`src/rtl/uart_cfg_pkg.sv`:
```
package uart_cfg_pkg;
    localparam int OVS      = 8;
    localparam int MAX_DATA = 9;
    localparam int FRAME_W  = MAX_DATA + 2;

    typedef enum logic [1:0] {
        PAR_ODD   = 2'd0,
        PAR_EVEN  = 2'd1,
        PAR_MARK  = 2'd2,
        PAR_SPACE = 2'd3
    } par_mode_e;

    typedef struct packed {
        logic [2:0] len_code;
        logic       par_en;
        par_mode_e  par_mode;
    } char_fmt_t;

    typedef enum logic [2:0] {
        RX_IDLE, RX_START, RX_DATA, RX_STOP, RX_HOLD
    } rx_state_e;

    // Number of data bits for a length code (codes above 4 clamp to 9).
    function automatic logic [3:0] data_bits(input logic [2:0] code);
        return (code > 3'd4) ? 4'd9 : 4'(code) + 4'd5;
    endfunction

    function automatic logic [MAX_DATA-1:0] data_mask(input logic [2:0] code);
        return 9'h1FF >> (4'd9 - data_bits(code));
    endfunction

    function automatic logic par_bit(input logic [MAX_DATA-1:0] d, input char_fmt_t f);
        logic p;
        p = ^(d & data_mask(f.len_code));
        case (f.par_mode)
            PAR_ODD:  return ~p;
            PAR_EVEN: return p;
            PAR_MARK: return 1'b1;
            default:  return 1'b0;
        endcase
    endfunction
endpackage

```
`src/rtl/uart_baud_gen.sv`:
```
module uart_baud_gen #(
    parameter int RELOAD_W = 16,
    parameter int SEL_W    = 2
) (
    input  logic                clk,
    input  logic                rst,
    input  logic [SEL_W-1:0]    pre_sel,
    input  logic [RELOAD_W-1:0] reload,
    output logic                tick
);
    localparam int PCW = (1 << SEL_W) - 1;

    logic [PCW-1:0]      pcnt;
    logic [PCW-1:0]      div_m1;
    logic [RELOAD_W-1:0] rcnt;
    logic                pre_tick;

    assign div_m1   = PCW'((32'd1 << pre_sel) - 32'd1);
    assign pre_tick = (pcnt >= div_m1);
    assign tick     = pre_tick && (rcnt == '0);

    always_ff @(posedge clk) begin
        if (rst) begin
            pcnt <= '0;
            rcnt <= '0;
        end else begin
            pcnt <= pre_tick ? '0 : pcnt + 1'b1;
            if (pre_tick) begin
                rcnt <= (rcnt == '0) ? reload : rcnt - 1'b1;
            end
        end
    end
endmodule

```
`src/rtl/uart_sync_fifo.sv`:
```
module uart_sync_fifo #(
    parameter int W     = 9,
    parameter int DEPTH = 4
) (
    input  logic         clk,
    input  logic         rst,
    input  logic         push,
    input  logic [W-1:0] din,
    input  logic         pop,
    output logic [W-1:0] dout,
    output logic         empty,
    output logic         full
);
    localparam int AW = (DEPTH > 1) ? $clog2(DEPTH) : 1;
    localparam int CW = $clog2(DEPTH + 1);

    logic [W-1:0]  mem [DEPTH];
    logic [AW-1:0] wp, rp;
    logic [CW-1:0] cnt;
    logic          do_push, do_pop;

    function automatic logic [AW-1:0] nxt(input logic [AW-1:0] p);
        return (p == AW'(DEPTH - 1)) ? '0 : p + 1'b1;
    endfunction

    assign empty   = (cnt == '0);
    assign full    = (cnt == CW'(DEPTH));
    assign do_push = push && !full;
    assign do_pop  = pop && !empty;
    assign dout    = mem[rp];

    always_ff @(posedge clk) begin
        if (do_push) mem[wp] <= din;
    end

    always_ff @(posedge clk) begin
        if (rst) begin
            wp  <= '0;
            rp  <= '0;
            cnt <= '0;
        end else begin
            if (do_push) wp <= nxt(wp);
            if (do_pop)  rp <= nxt(rp);
            case ({do_push, do_pop})
                2'b10:   cnt <= cnt + 1'b1;
                2'b01:   cnt <= cnt - 1'b1;
                default: cnt <= cnt;
            endcase
        end
    end
endmodule

```
`src/rtl/uart_tx.sv`:
```
module uart_tx
    import uart_cfg_pkg::*;
(
    input  logic                clk,
    input  logic                rst,
    input  logic                tick,
    input  char_fmt_t           fmt,
    input  logic                cts_ok,
    input  logic                have_data,
    input  logic [MAX_DATA-1:0] din,
    output logic                take,
    output logic                txd
);
    localparam int CW = $clog2(OVS);

    logic               busy;
    logic [CW-1:0]      sub;
    logic [3:0]         left;
    logic [FRAME_W-1:0] sh, frame;
    logic [3:0]         nd;

    assign nd   = data_bits(fmt.len_code);
    assign take = tick && !busy && have_data && cts_ok;

    // Bits that follow the start bit: data, optional parity, stop.
    always_comb begin
        frame = '0;
        frame[MAX_DATA-1:0] = din & data_mask(fmt.len_code);
        if (fmt.par_en) frame[nd] = par_bit(din, fmt);
        frame[nd + {3'b0, fmt.par_en}] = 1'b1;
    end

    always_ff @(posedge clk) begin
        if (rst) begin
            busy <= 1'b0;
            sub  <= '0;
            left <= '0;
            sh   <= '0;
            txd  <= 1'b1;
        end else if (tick) begin
            if (!busy) begin
                if (take) begin
                    busy <= 1'b1;
                    txd  <= 1'b0;
                    sub  <= '0;
                    sh   <= frame;
                    left <= nd + {3'b0, fmt.par_en} + 4'd1;
                end
            end else begin
                sub <= sub + 1'b1;
                if (sub == CW'(OVS - 1)) begin
                    if (left == '0) begin
                        busy <= 1'b0;
                    end else begin
                        txd  <= sh[0];
                        sh   <= sh >> 1;
                        left <= left - 1'b1;
                    end
                end
            end
        end
    end
endmodule

```
`src/rtl/uart_rx.sv`:
```
module uart_rx
    import uart_cfg_pkg::*;
(
    input  logic                clk,
    input  logic                rst,
    input  logic                tick,
    input  char_fmt_t           fmt,
    input  logic                rxd_raw,
    output logic                got,
    output logic [MAX_DATA-1:0] got_data,
    output logic                frm_err,
    output logic                par_err,
    output logic                brk_hit
);
    localparam int CW        = $clog2(OVS);
    localparam int BRK_TICKS = 12 * OVS;
    localparam int BCW       = $clog2(BRK_TICKS + 1);
    localparam logic [CW-1:0] S_A   = CW'(OVS/2 - 1);
    localparam logic [CW-1:0] S_B   = CW'(OVS/2);
    localparam logic [CW-1:0] S_C   = CW'(OVS/2 + 1);
    localparam logic [CW-1:0] S_END = CW'(OVS - 1);

    rx_state_e         st;
    logic              s1, rxl;
    logic              s3, s4, maj;
    logic [CW-1:0]     cnt;
    logic [3:0]        idx, nd, nb;
    logic [MAX_DATA:0] fr;
    logic [BCW-1:0]    lowcnt;

    assign nd  = data_bits(fmt.len_code);
    assign nb  = nd + {3'b0, fmt.par_en};
    assign maj = (s3 & s4) | (s3 & rxl) | (s4 & rxl);

    always_ff @(posedge clk) begin
        if (rst) begin
            s1  <= 1'b1;
            rxl <= 1'b1;
        end else begin
            s1  <= rxd_raw;
            rxl <= s1;
        end
    end

    always_ff @(posedge clk) begin
        if (rst) begin
            st       <= RX_IDLE;
            cnt      <= '0;
            idx      <= '0;
            fr       <= '0;
            s3       <= 1'b1;
            s4       <= 1'b1;
            got      <= 1'b0;
            got_data <= '0;
            frm_err  <= 1'b0;
            par_err  <= 1'b0;
        end else begin
            got     <= 1'b0;
            frm_err <= 1'b0;
            par_err <= 1'b0;
            if (st == RX_HOLD) begin
                if (rxl) st <= RX_IDLE;
            end else if (tick) begin
                if (cnt == S_A) s3 <= rxl;
                if (cnt == S_B) s4 <= rxl;
                cnt <= cnt + 1'b1;
                case (st)
                    RX_IDLE: begin
                        if (!rxl) begin
                            st  <= RX_START;
                            cnt <= CW'(1);
                            fr  <= '0;
                        end else begin
                            cnt <= '0;
                        end
                    end
                    RX_START: begin
                        if (cnt == S_C && maj) begin
                            st <= RX_IDLE;
                        end else if (cnt == S_END) begin
                            st  <= RX_DATA;
                            idx <= '0;
                        end
                    end
                    RX_DATA: begin
                        if (cnt == S_C) fr[idx] <= maj;
                        if (cnt == S_END) begin
                            if (idx == nb - 4'd1) st <= RX_STOP;
                            else                  idx <= idx + 1'b1;
                        end
                    end
                    RX_STOP: begin
                        if (cnt == S_C) begin
                            if (maj) begin
                                got      <= 1'b1;
                                got_data <= fr[MAX_DATA-1:0] & data_mask(fmt.len_code);
                                par_err  <= fmt.par_en &&
                                            (fr[nd] != par_bit(fr[MAX_DATA-1:0], fmt));
                                st       <= RX_IDLE;
                            end else begin
                                frm_err <= 1'b1;
                                st      <= RX_HOLD;
                            end
                        end
                    end
                    default: st <= RX_IDLE;
                endcase
            end
        end
    end

    // Low-line duration counter for break detection.
    always_ff @(posedge clk) begin
        if (rst) begin
            lowcnt  <= '0;
            brk_hit <= 1'b0;
        end else begin
            brk_hit <= 1'b0;
            if (tick) begin
                if (rxl) begin
                    lowcnt <= '0;
                end else if (lowcnt != BCW'(BRK_TICKS)) begin
                    lowcnt <= lowcnt + 1'b1;
                    if (lowcnt == BCW'(BRK_TICKS - 1)) brk_hit <= 1'b1;
                end
            end
        end
    end
endmodule

```
`src/rtl/uart_fifo_port.sv`:
```
module uart_fifo_port
    import uart_cfg_pkg::*;
#(
    parameter int RELOAD_W   = 16,
    parameter int SEL_W      = 2,
    parameter int FIFO_DEPTH = 4
) (
    input  logic                clk,
    input  logic                rst,
    input  logic [2:0]          cfg_len,
    input  logic                cfg_par_en,
    input  logic [1:0]          cfg_par_mode,
    input  logic                cfg_flow_en,
    input  logic [SEL_W-1:0]    cfg_pre,
    input  logic [RELOAD_W-1:0] cfg_reload,
    input  logic                tx_push,
    input  logic [MAX_DATA-1:0] tx_data,
    output logic                tx_full,
    output logic                tx_empty,
    input  logic                rx_pop,
    output logic [MAX_DATA-1:0] rx_data,
    output logic                rx_empty,
    output logic                rx_full,
    input  logic                clr_err,
    output logic                err_parity,
    output logic                err_frame,
    output logic                err_overrun,
    output logic                brk_det,
    output logic                txd,
    input  logic                rxd,
    input  logic                cts_n,
    output logic                rts_n
);
    char_fmt_t           fmt;
    logic                tick;
    logic                take;
    logic [MAX_DATA-1:0] tx_head;
    logic                cts_s1, cts_s2, cts_ok;
    logic                got, frm_p, par_p, brk_p;
    logic [MAX_DATA-1:0] got_data;

    assign fmt    = '{len_code: cfg_len, par_en: cfg_par_en,
                      par_mode: par_mode_e'(cfg_par_mode)};
    assign cts_ok = !cfg_flow_en || !cts_s2;
    assign rts_n  = cfg_flow_en && rx_full;

    always_ff @(posedge clk) begin
        if (rst) begin
            cts_s1 <= 1'b1;
            cts_s2 <= 1'b1;
        end else begin
            cts_s1 <= cts_n;
            cts_s2 <= cts_s1;
        end
    end

    uart_baud_gen #(.RELOAD_W(RELOAD_W), .SEL_W(SEL_W)) u_baud (
        .clk(clk), .rst(rst), .pre_sel(cfg_pre), .reload(cfg_reload), .tick(tick)
    );

    uart_sync_fifo #(.W(MAX_DATA), .DEPTH(FIFO_DEPTH)) u_txq (
        .clk(clk), .rst(rst), .push(tx_push), .din(tx_data), .pop(take),
        .dout(tx_head), .empty(tx_empty), .full(tx_full)
    );

    uart_tx u_tx (
        .clk(clk), .rst(rst), .tick(tick), .fmt(fmt), .cts_ok(cts_ok),
        .have_data(!tx_empty), .din(tx_head), .take(take), .txd(txd)
    );

    uart_rx u_rx (
        .clk(clk), .rst(rst), .tick(tick), .fmt(fmt), .rxd_raw(rxd),
        .got(got), .got_data(got_data), .frm_err(frm_p), .par_err(par_p),
        .brk_hit(brk_p)
    );

    uart_sync_fifo #(.W(MAX_DATA), .DEPTH(FIFO_DEPTH)) u_rxq (
        .clk(clk), .rst(rst), .push(got), .din(got_data), .pop(rx_pop),
        .dout(rx_data), .empty(rx_empty), .full(rx_full)
    );

    // Sticky status: a new event wins over a clear in the same cycle.
    always_ff @(posedge clk) begin
        if (rst) begin
            err_parity  <= 1'b0;
            err_frame   <= 1'b0;
            err_overrun <= 1'b0;
            brk_det     <= 1'b0;
        end else begin
            err_parity  <= (err_parity  && !clr_err) || par_p;
            err_frame   <= (err_frame   && !clr_err) || frm_p;
            err_overrun <= (err_overrun && !clr_err) || (got && rx_full);
            brk_det     <= (brk_det     && !clr_err) || brk_p;
        end
    end
endmodule

```
`config.mk`:
```
export PLATFORM = sky130hd
export DESIGN_NAME = uart_fifo_port
export DESIGN_NICKNAME = d
export VERILOG_FILES = /design/src/rtl/uart_cfg_pkg.sv /design/src/rtl/uart_baud_gen.sv /design/src/rtl/uart_sync_fifo.sv /design/src/rtl/uart_tx.sv /design/src/rtl/uart_rx.sv /design/src/rtl/uart_fifo_port.sv
export SDC_FILE = /design/constraint.sdc
export NUM_CORES = 1
export LEC_CHECK = 0
export BUFFER_PORTS_ARGS = -buffer_cell sky130_fd_sc_hd__buf_2
export CORE_ASPECT_RATIO = 0.5
export CORE_MARGIN = 4
export CORE_UTILIZATION = 40
export DETAILED_ROUTE_END_ITERATION = 12
export GPL_TIMING_DRIVEN = 0
export HOLD_SLACK_MARGIN = 0.03
export PLACE_DENSITY_LB_ADDON = 0.1
export SYNTH_ARGS = -nofsm -noshare
export SYNTH_HDL_FRONTEND = slang
export SYNTH_SLANG_ARGS = --single-unit
```
`constraint.sdc`:
```
create_clock -name clk -period 4.4 [get_ports clk]
set_input_delay 0.44 -clock clk [delete_from_list [all_inputs] [get_ports clk]]
set_output_delay 0.44 -clock clk [all_outputs]
set_load 0.02 [all_outputs]
```
# == Word level (Yosys, flattened, before mapping) ==
# Memory sizes are Yosys's and may differ from the RTL's. A register that Yosys moved wholly into a read port is not among the register bits.
# Index checks and enable logic that the tools add are counted.
# totals
n_memories,2
regBits,103
in_bits,41
wordCells,262
ramBits,72
# op_classes
bitwise,16
reduce_logical,61
n_addsub,21
mux,80
shifts,2
n_lt_le_gt_ge,8
eq_ne,39
# mem_list
memory,words,width,read_ports,rd_clocked_by_memory_dff,wr,line_no,source
u_rxq.mem,4,9,1,1,1,uart_sync_fifo.sv:17,logic [W-1:0] mem [DEPTH];
u_txq.mem,4,9,1,1,1,uart_sync_fifo.sv:17,
# ops
op,n
two-way mux 11 bit,5
two-way mux 3 bit,13
two-way mux 4 bit,9
two-way mux 1 bit,27
"== test 3 bit, second input constant",7
two-way mux 10 bit,2
one-hot mux 10 bit (2 select lines),1
logical AND 1 bit,19
AND 9 bit,2
XOR reduction 9 bit,2
logical NOT 16 bit,1
two-way mux 16 bit,1
two-way mux 2 bit,8
"subtractor 16 x 1 -> 16 bit, second input constant",1
"adder 3 x 1 -> 3 bit, second input constant",5
"less-than comparator 4 x 5 -> 1 bit, second input constant",3
"== test 2 bit, second input constant",7
two-way mux 7 bit,2
AND reduction 7 bit,2
nonzero test 2 bit,7
demux 1 bit (select 4 bit),3
">= comparator 4 x 1 -> 1 bit, second input constant",3
one-hot mux 3 bit (2 select lines),2
one-hot mux 3 bit (4 select lines),1
46 further kinds,94

# == Depth between registers and ports, before layout ==
# Gate-level depths: netlist of the first run.
# logic_depth
word_depth,16
mapped_depth,18
mapped_depth_nobuf,14

# == Modules after synthesis ==
# From an unflattened synthesis of the first run, not the netlist that was laid out.
# hier_totals
hier_cells,939
area_unflattened_um2,9435.3
# modules_own_cells
mod,area_each_um2,seq_area_each_um2,n_inst,cells_each
uart_sync_fifo,1790.5,1261.2,2,101
uart_rx,2616.3,880.8,1,331
uart_tx,1795.5,400.4,1,237
uart_baud_gen,1236.2,380.4,1,146
uart_fifo_port,206.4,120.1,1,23

# == Worst setup path after synthesis of the first run ==
# Ideal clock, no wire load.
# synth_timing
kind,input -> register
from,input cfg_len[0]
to,register u_tx.sh[8]
path_slack_ps,725
cell_stages,17
t_arrival_ps,3616
setup_ps,59
path_cell_list,buf_2 > inv_1 > ha_1 > nor2b_1 > clkbuf_1 > nor2_1 > inv_1 > ha_1 > clkbuf_1 > or3b_1 > a21oi_1 > o21ai_0 > xnor2_1 > mux2i_1 > buf_6 > mux2_2 > nand2_1
# synth_between
elab_chain_len,14
elab_cells_between_ends,26
# synth_lines
element,line_no,source
from (decl),uart_fifo_port.sv:10,"input logic [2:0] cfg_len,"
adder 3 x 3 -> 4 bit or greater-than comparator 3 bit (tied branches),uart_cfg_pkg.sv:25,return (code > 3'd4) ? 4'd9 : 4'(code) + 4'd5;
two-way mux 4 bit *,uart_cfg_pkg.sv:25,
subtractor 4 bit,uart_cfg_pkg.sv:29,return 9'h1FF >> (4'd9 - data_bits(code));
>> shifter 9 x 4 -> 9 bit,uart_cfg_pkg.sv:29,
AND 9 bit,"uart_cfg_pkg.sv:34, uart_tx.sv:28",
XOR reduction 9 bit,uart_cfg_pkg.sv:34,p = ^(d & data_mask(f.len_code));
inverter 1 bit,uart_cfg_pkg.sv:36,PAR_ODD: return ~p;
one-hot mux 1 bit (3 select lines),uart_cfg_pkg.sv:35,case (f.par_mode)
two-way mux 1 bit,uart_tx.sv:29,"if (fmt.par_en) frame[nd] = par_bit(din, fmt);"
bitwise mux 11 bit,uart_tx.sv:29,
two-way mux 11 bit,uart_tx.sv:29,
OR 11 bit (no line) *,-,
two-way mux 11 bit *,uart_tx.sv:42,if (take) begin
two-way mux 11 bit *,uart_tx.sv:41,if (!busy) begin
to (signal assigned),uart_tx.sv:46,sh <= frame;
to (signal assigned),uart_tx.sv:56,sh <= sh >> 1;
to (decl),uart_tx.sv:19,"logic [FRAME_W-1:0] sh, frame;"
# Every way passes the cells marked *; elsewhere a longest branch is shown, timed or not. The select of a mux whose other input is x is not followed.
# A chain may end at the register's enable or synchronous reset.

# == Worst setup path in the final report of the first run ==
# layout_timing
from,input cfg_len[0]
to,register u_tx.sh[6]
# The elaborated chain is that of the path after synthesis.

==> reports/qor.yml, run 1 <==
run_status:
  run_status: "complete, no violations"
finish:
  utilization_pct: 46.4
  antenna_cells_inserted: 0
  layout.cells.most_common_list: "sky130_fd_sc_hd__dfxtp_1, sky130_fd_sc_hd__nand2_1, sky130_fd_sc_hd__nor2_1"
  layout_commonest_cell: "sky130_fd_sc_hd__dfxtp_1"
  syn2layout_area_growth_pct: 13.6
  design.final.nets: 1129
  fillerInstances: 2220
  drive_above_1_share_pct: 12.2
  multi_input_comb_area_um2: 4670
  sequential_cell_area_um2: 4300
sta:
  final-hold-violation-count: 0
  setup-tns-final_ns: 0
  worst-slew-pin-transition_ns: 1.17
  max_slew_violation_total_from_the_final_report: 0
  unrepaired_setup_endpoints_after_global_routing: "false"
  post_layout_minimum_cycle_time_ns: 4.12
  slew_headroom_pct: 21.6
  report.final.setup_viol: 0
  highest_attainable_clock_frequency_mhz: 243
  finalCritPeriodShare_pct: 93.6
  finalWorstSetupSlack_ns: 0.280
  fin_worst_skew_ns: 0.0108
global_routing:
  vias_in_the_first_global_route: 7213
  maximum_number_of_pins_on_one_net_before_global_route_repair: 21
  global_route.overflow_total: 0
  initial_antenna_violation_count: 1
  grtUsageTotal_pct: 18.9
  grt_pass1_wl_mm: 38.6
yosys:
  ys_ff_latch: 179
  synthXorXnorAreaFrac_pct: 3.02
  synth_top_cell_area_share_pct: 23.1
  ys_seq_area_share_pct: 45.9
  syn_nets: 1054
  yosys.area_share.adder_pct: 6.41
  async_reset_ff_share_pct: 0
  compound_cell_area_share_of_the_yosys_netlist_pct: 13.8
  synthSimpleGateAreaFrac_pct: 19.2
  synth.yosys.warnings: 0
  synth_cells: 967
  synth-edff-count: 72
  ys_types: 74
  synth.area.mux_share_pct: 7.33
  netlist.top_cell.by_area: "sky130_fd_sc_hd__edfxtp_1"
  syn_area_per_cell_um2: 9.69
  synthTopCellsByArea: "sky130_fd_sc_hd__edfxtp_1, sky130_fd_sc_hd__dfxtp_1, sky130_fd_sc_hd__ha_1"
  synth_top_family_by_area: "simple AND/OR/NAND/NOR gates"
  synthesized_cell_area_um2: 9370
  synth-main-ff-cell: "sky130_fd_sc_hd__dfxtp_1"
flow_run:
  timing.max_cap.violations: 0
route:
  routed_wire_length_per_instance_um: 17.8
  drt_iter0_drc: 588
  drt_pass_1_iters: 5
  drcViolationCount: 0
  finalWirelength_mm: 24.3
  vias_per_cell: 5.48
  drtAntennaViolNets: 0
  routed-via-count: 7470
clocking:
  cts_root_buffer: "sky130_fd_sc_hd__clkbuf_16"
  clock_latency_ns: 0.44
  tritoncts.num_buffers: 17
  cts_num_sinks: 179
  max-clock-path-buffers: 2
  clkSlewWorstSetupHoldPaths_ns: 0.07
  clock_tree_from_tritoncts: "built"
  htree_num_levels: 4
power_and_ir_drop:
  internal_power_uw: 3130
  seqPwrFrac_pct: 38.0
  swShare_pct: 38.1
  report.power.total_uw: 5060
  power.switching_uw: 1930
  worst_ir_drop_vdd_mv: 0.332
  power.clock.fraction_pct: 30.2
  power.density_nw_per_um2: 475
  power.combinational.fraction_pct: 31.9
  leakagePower_uw: 0.00396
die:
  chipWidth_um: 224
  height_of_the_die_um: 116
  floorplan.die_area_um2: 26100
  floorplan.io_pins: 60
  fp-row-count: 39
  start_util_pct: 40.9
  design.core.area_um2: 22900
placement:
  port_buffers: 57
  detailed_place_hpwl_mm: 18.1
  gpl.final_weighted_congestion: 0.866
  detailedPlace.worstSlack_ns: -0.366
worst_setup_path:
  timing.critical_path.arrival_ns: 4.43
  cp.required_ns: 4.71
  startpoint_of_the_worst_register_to_register_path: "u_baud.pcnt[0]$_SDFF_PP0_"
  worst-path-max-fanout: 10
  cp-start-kind: "input pin"
  timing.reg2reg.worst_path_depth: 14
  r2r-end: "u_txq.cnt[2]$_SDFFE_PP0P_"
  worstSetupPathType: "in2reg"
  cp-end-kind: "register"
  reg2reg_slack_ns: 0.68
hold_path:
  hp-class: "in2reg"
  hold_depth: 2
  timing.hold.worst.start: "cts_n"
  worstHoldEndpoint: "cts_s1$_SDFF_PP1_"
[synthesized netlist by cell type (9+ instances only)]
cell type,count
sky130_fd_sc_hd__a21oi_1,77
sky130_fd_sc_hd__a31oi_1,10
sky130_fd_sc_hd__and2_1,17
sky130_fd_sc_hd__and3_1,14
sky130_fd_sc_hd__clkbuf_1,36
sky130_fd_sc_hd__dfxtp_1,107
sky130_fd_sc_hd__edfxtp_1,72
sky130_fd_sc_hd__ha_1,44
sky130_fd_sc_hd__inv_1,57
sky130_fd_sc_hd__mux2i_1,21
sky130_fd_sc_hd__mux4_2,11
sky130_fd_sc_hd__nand2_1,93
sky130_fd_sc_hd__nand3_1,40
sky130_fd_sc_hd__nand4_1,11
sky130_fd_sc_hd__nor2_1,81
sky130_fd_sc_hd__nor2b_1,9
sky130_fd_sc_hd__nor3_1,40
sky130_fd_sc_hd__nor4_1,13
sky130_fd_sc_hd__o21ai_0,38
sky130_fd_sc_hd__or3_1,12
sky130_fd_sc_hd__xnor2_1,12
sky130_fd_sc_hd__xor2_1,14
[critical path: stages]
cell	delay [ns]
sky130_fd_sc_hd__buf_2	0.09
sky130_fd_sc_hd__buf_2	0.24
sky130_fd_sc_hd__inv_1	0.19
sky130_fd_sc_hd__ha_1	0.28
sky130_fd_sc_hd__nor2b_1	0.22
sky130_fd_sc_hd__clkbuf_1	0.41
sky130_fd_sc_hd__nor2_2	0.14
sky130_fd_sc_hd__inv_1	0.08
sky130_fd_sc_hd__ha_1	0.33
sky130_fd_sc_hd__inv_1	0.27
sky130_fd_sc_hd__o21a_1	0.27
sky130_fd_sc_hd__a21oi_1	0.08
sky130_fd_sc_hd__o21ai_0	0.21
sky130_fd_sc_hd__xnor2_1	0.17
sky130_fd_sc_hd__mux2i_1	0.38
sky130_fd_sc_hd__buf_6	0.23
sky130_fd_sc_hd__mux2i_1	0.26
sky130_fd_sc_hd__o21ai_0	0.13
[registers in the layout (all words and copies together), names as in the netlist, 2 cells and up, named ones only]
name           cells
u_baud.pcnt        3
u_baud.rcnt       16
u_rx.cnt           3
u_rx.fr           10
u_rx.got_data      9
u_rx.idx           4
u_rx.lowcnt        7
u_rx.st            3
u_rxq.cnt          3
u_rxq.mem         36
u_rxq.rp           2
u_rxq.wp           2
u_tx.left          4
u_tx.sh           11
u_tx.sub           3
u_txq.cnt          3
u_txq.mem         36
u_txq.rp           2
u_txq.wp           2
[worst max path at each step]
stage                from                      end  slack [ns]  cells past startpoint
3_3_place_gp   cfg_len[0]  u_rx.par_err$_SDFF_PP0_       -0.25                     18
2_1_floorplan  cfg_len[0]  u_tx.sh[8]$_SDFFE_PP0P_        0.72                     17
4_1_cts        cfg_len[0]  u_rx.par_err$_SDFF_PP0_        0.09                     18
3_5_place_dp   cfg_len[0]  u_rx.par_err$_SDFF_PP0_       -0.37                     18
5_1_grt        cfg_len[0]  u_rx.par_err$_SDFF_PP0_        0.06                     17
6_report       cfg_len[0]  u_tx.sh[6]$_SDFFE_PP0P_        0.28                     18
[cell families after synthesis]
family / count (synthesis)
AND/OR/NAND/NOR: 366
adder cells (fa/ha/maj): 47
flip-flops: 179
multiplexers: 43
AO/OA/AOI/OAI: 202
buffers and inverters: 101
XOR/XNOR: 29
[layer usage]
| metal | GRT usage (%) | vias to the layer above | routed length (um) |
|---|---|---|---|
| met4 | 4.73 | 2 | 314 |
| met2 | 29.5 | 179 | 10600 |
| li1 | - | 3660 | - |
| met5 | 0 | - | 13 |
| met3 | 4.02 | 25 | 1140 |
| met1 | 27.1 | 3604 | 12200 |
[power by group through the flow]
stage | clock network (uW) | registers (uW) | logic, uW
after detailed placement | 0 | 1960 | 1580
after global routing | 1640 | 1940 | 1810
final | 1530 | 1920 | 1610
after floorplan | 0 | 1940 | 1150
after CTS | 1570 | 1920 | 1590
after global placement | 0 | 1960 | 1570
[metrics by stage]
step	hold WS, ns	instances	instance area (um2)
2_1_floorplan	0.389	967	9370
4_1_cts	0.164	1363	10600
3_3_place_gp	0.399	1331	10000
6_report	0.180	1362	10600
5_1_grt	0.171	1362	10600
3_5_place_dp	0.401	1331	10000
[final cells by class]
class | instances | area share, %
tap | 307 | 3.61
sequential | 179 | 40.4
clock inverter | 15 | 1.66
timing repair buffer | 57 | 2.68
multi-input combinational | 687 | 43.9
buffer | 43 | 1.75
clock buffer | 17 | 4.00
inverter | 57 | 2.01
[timing repair]
item                       CTS  global route
gates resized for setup      0             4
hold endpoints to repair     0             0
buffers inserted             0             0
setup endpoints to repair    0             9
hold buffers                 0             0
No activity file was read; power rests on OpenSTA's default activity.
==> run 2: changes to the inputs <==
--- a/config.mk
+++ b/config.mk
@@ -12,5 +12,5 @@
 export DETAILED_ROUTE_END_ITERATION = 12
 export GPL_TIMING_DRIVEN = 0
-export HOLD_SLACK_MARGIN = 0.03
+export HOLD_SLACK_MARGIN = 0.05
 export PLACE_DENSITY_LB_ADDON = 0.1
 export SYNTH_ARGS = -nofsm -noshare
==> constraint.sdc (replaced) <==
create_clock -name clk -period 4.4 [get_ports clk]
set_input_delay 0.88 -clock clk [delete_from_list [all_inputs] [get_ports clk]]
set_output_delay 0.88 -clock clk [all_outputs]
set_load 0.02 [all_outputs]
==> run 2 against run 1 <==
Worst hold slack gained 0.24 ns. Critical path depth shrank 1. First-iteration DRC count shrank 8.5%. Combinational power is essentially flat. Sequential power is essentially flat. Critical path type unchanged. Largest power group unchanged.
==> reports/qor.yml, run 2 (synthesized netlist as in run 1, its figures left out) <==
run_status:
  run_status: "complete, no violations"  # unchanged
placement:
  detailed_place_hpwl_mm: 18.1  # unchanged
  dp.cells: 1331  # unchanged
  detailedPlace.worstSlack_ns: -0.806  # was -0.366 ns
  port_buffers: 57  # unchanged
  gpl.final_weighted_congestion: 0.866  # unchanged
clocking:
  clock_latency_ns: 0.45  # was 0.44 ns
  htree_num_levels: 4  # unchanged
  cts_root_buffer: "sky130_fd_sc_hd__clkbuf_16"  # unchanged
  tritoncts.num_buffers: 17  # unchanged
  clkSlewWorstSetupHoldPaths_ns: 0.07  # about the same
  max-clock-path-buffers: 2  # unchanged
  cts_num_sinks: 179  # unchanged
  clock_tree_from_tritoncts: "built"  # unchanged
die:
  fp-row-count: 39  # unchanged
  start_util_pct: 40.9  # unchanged
  floorplan.io_pins: 60  # unchanged
  height_of_the_die_um: 116  # unchanged
  floorplan.die_area_um2: 26100  # unchanged
  design.core.area_um2: 22900  # unchanged
  chipWidth_um: 224  # unchanged
route:
  drt_iter0_drc: 538  # was 588
  drtAntennaViolNets: 0  # unchanged
  routed-via-count: 7501  # was 7470
  vias_per_cell: 5.50  # was 5.48
  finalWirelength_mm: 24.3  # about the same
  drt_pass_1_iters: 5  # unchanged
  drcViolationCount: 0  # unchanged
  routed_wire_length_per_instance_um: 17.8  # about the same
power_and_ir_drop:
  leakagePower_uw: 0.00396  # about the same
  power.clock.fraction_pct: 30.1  # was 30.2%
  power.combinational.fraction_pct: 32.0  # was 31.9%
  power.switching_uw: 1930  # about the same
  swShare_pct: 38.1  # about the same
  power.density_nw_per_um2: 474  # was 475 nW/um2
  seqPwrFrac_pct: 37.9  # was 38.0%
  internal_power_uw: 3140  # was 3130 uW
  worst_ir_drop_vdd_mv: 0.334  # was 0.332 mV
global_routing:
  global_route.overflow_total: 0  # unchanged
  initial_antenna_violation_count: 1  # unchanged
  vias_in_the_first_global_route: 7213  # unchanged
  maximum_number_of_pins_on_one_net_before_global_route_repair: 21  # unchanged
  grt_pass1_wl_mm: 38.6  # about the same
  grtUsageTotal_pct: 18.9  # about the same
worst_setup_path:
  termination_of_the_worst_setup_path: "u_tx.sh[6]$_SDFFE_PP0P_"  # unchanged
  worstSetupStartpoint: "cfg_len[0]"  # unchanged
  cp-end-kind: "register"  # unchanged
  timing.reg2reg.worst_path_depth: 14  # unchanged
  r2r-end: "u_txq.cnt[2]$_SDFFE_PP0P_"  # unchanged
  worstSetupPathType: "in2reg"  # unchanged
  worst-path-max-fanout: 10  # unchanged
  timing.critical_path.arrival_ns: 4.56  # was 4.43 ns
  cp-start-kind: "input pin"  # unchanged
  reg2reg_slack_ns: 0.76  # was 0.68 ns
  cp.required_ns: 4.71  # about the same
  startpoint_of_the_worst_register_to_register_path: "u_baud.pcnt[0]$_SDFF_PP0_"  # unchanged
sta:
  highest_attainable_clock_frequency_mhz: 235  # was 243 MHz
  slew_headroom_pct: 28.1  # was 21.6%
  post_layout_minimum_cycle_time_ns: 4.25  # was 4.12 ns
  report.final.setup_viol: 0  # unchanged
  setup-tns-final_ns: 0  # unchanged
  max_slew_violation_total_from_the_final_report: 0  # unchanged
  unrepaired_setup_endpoints_after_global_routing: "false"  # unchanged
  final-hold-violation-count: 0  # unchanged
  fin_worst_skew_ns: 0.0132  # was 0.0108 ns
  worst-slew-pin-transition_ns: 1.07  # was 1.17 ns
  hold_ws_ns: 0.422  # was 0.180 ns
  finalWorstSetupSlack_ns: 0.153  # was 0.280 ns
  finalCritPeriodShare_pct: 96.5  # was 93.6%
finish:
  utilization_pct: 46.7  # was 46.4%
  fillerInstances: 2219  # was 2220
  antenna_cells_inserted: 0  # unchanged
  layout_top_registers: "u_rxq.mem x36, u_txq.mem x36, u_baud.rcnt x16"  # unchanged
  drive_above_1_share_pct: 13.1  # was 12.2%
  stdcell_count: 1364  # was 1362
  design.final.nets: 1131  # was 1129
  layout_commonest_cell: "sky130_fd_sc_hd__dfxtp_1"  # unchanged
  syn2layout_area_growth_pct: 14.3  # was 13.6%
  layout.cells.most_common_list: "sky130_fd_sc_hd__dfxtp_1, sky130_fd_sc_hd__nand2_1, sky130_fd_sc_hd__nor2_1"  # unchanged
hold_path:
  hp-class: "reg2reg"  # was in2reg
flow_run:
  timing.max_cap.violations: 0  # unchanged
## run 2: critical path: stages
cell and delay, ns:
sky130_fd_sc_hd__buf_2 0.09, sky130_fd_sc_hd__buf_2 0.25, sky130_fd_sc_hd__clkinvlp_4 0.24, sky130_fd_sc_hd__ha_1 0.30
sky130_fd_sc_hd__nor2b_1 0.21, sky130_fd_sc_hd__buf_2 0.28, sky130_fd_sc_hd__nor2_2 0.10, sky130_fd_sc_hd__inv_1 0.10
sky130_fd_sc_hd__ha_4 0.16, sky130_fd_sc_hd__xor2_2 0.42, sky130_fd_sc_hd__o21ai_0 0.17, sky130_fd_sc_hd__o21ai_0 0.22
sky130_fd_sc_hd__xnor2_1 0.18, sky130_fd_sc_hd__mux2i_2 0.35, sky130_fd_sc_hd__buf_6 0.22, sky130_fd_sc_hd__mux2i_1 0.25
sky130_fd_sc_hd__o21ai_0 0.12
## run 2: area by class of cell
cell class	count	area [um2]	area share (%)
Multi-Input combinational cell	687	4710	44.0
Sequential cell	179	4300	40.2
Clock buffer	17	425	3.97
Tap cell	307	384	3.59
Timing Repair Buffer	59	300	2.80
Inverter	57	221	2.07
Buffer	43	188	1.75
Clock inverter	15	176	1.65
## run 2: per-stage QoR
stage | instance area, um2 | power [uW]
after global routing | 10700 | 5400
after CTS | 10700 | 5080
final | 10700 | 5070
after floorplan | 9370 | 3090
after detailed placement | 10000 | 3540
after global placement | 10000 | 3520
## run 2: power groups by stage
stage,clock (uW),sequential [uW],combinational [uW]
floorplan,0,1940,1150
global placement,0,1960,1570
detailed placement,0,1960,1580
CTS,1570,1920,1600
global route,1640,1940,1830
finish,1530,1920,1630
## run 2: worst min path at each step
stage	start	depth (start not counted)	end
3_5_place_dp	cts_s1$_SDFF_PP1_	1	cts_s2$_SDFF_PP1_
2_1_floorplan	cts_s1$_SDFF_PP1_	1	cts_s2$_SDFF_PP1_
5_1_grt	u_rx.s1$_SDFF_PP1_	1	u_rx.rxl$_SDFF_PP1_
6_report	u_rx.s1$_SDFF_PP1_	1	u_rx.rxl$_SDFF_PP1_
3_3_place_gp	u_rx.s1$_SDFF_PP1_	1	u_rx.rxl$_SDFF_PP1_
4_1_cts	cts_s1$_SDFF_PP1_	1	cts_s2$_SDFF_PP1_
## run 2: routing by layer
| layer | wire length (um) | vias up | GRT usage, % |
|---|---|---|---|
| li1 | - | 3663 | - |
| met1 | 12100 | 3625 | 27.1 |
| met2 | 10600 | 183 | 29.5 |
| met3 | 1200 | 28 | 4.02 |
| met4 | 366 | 2 | 4.73 |
| met5 | 13 | - | 0 |
## run 2: repair_timing
action / CTS / global route
hold buffers: 0 / 0
gates resized for setup: 4 / 10
setup endpoints to repair: 11 / 11
setup buffers: 0 / 2
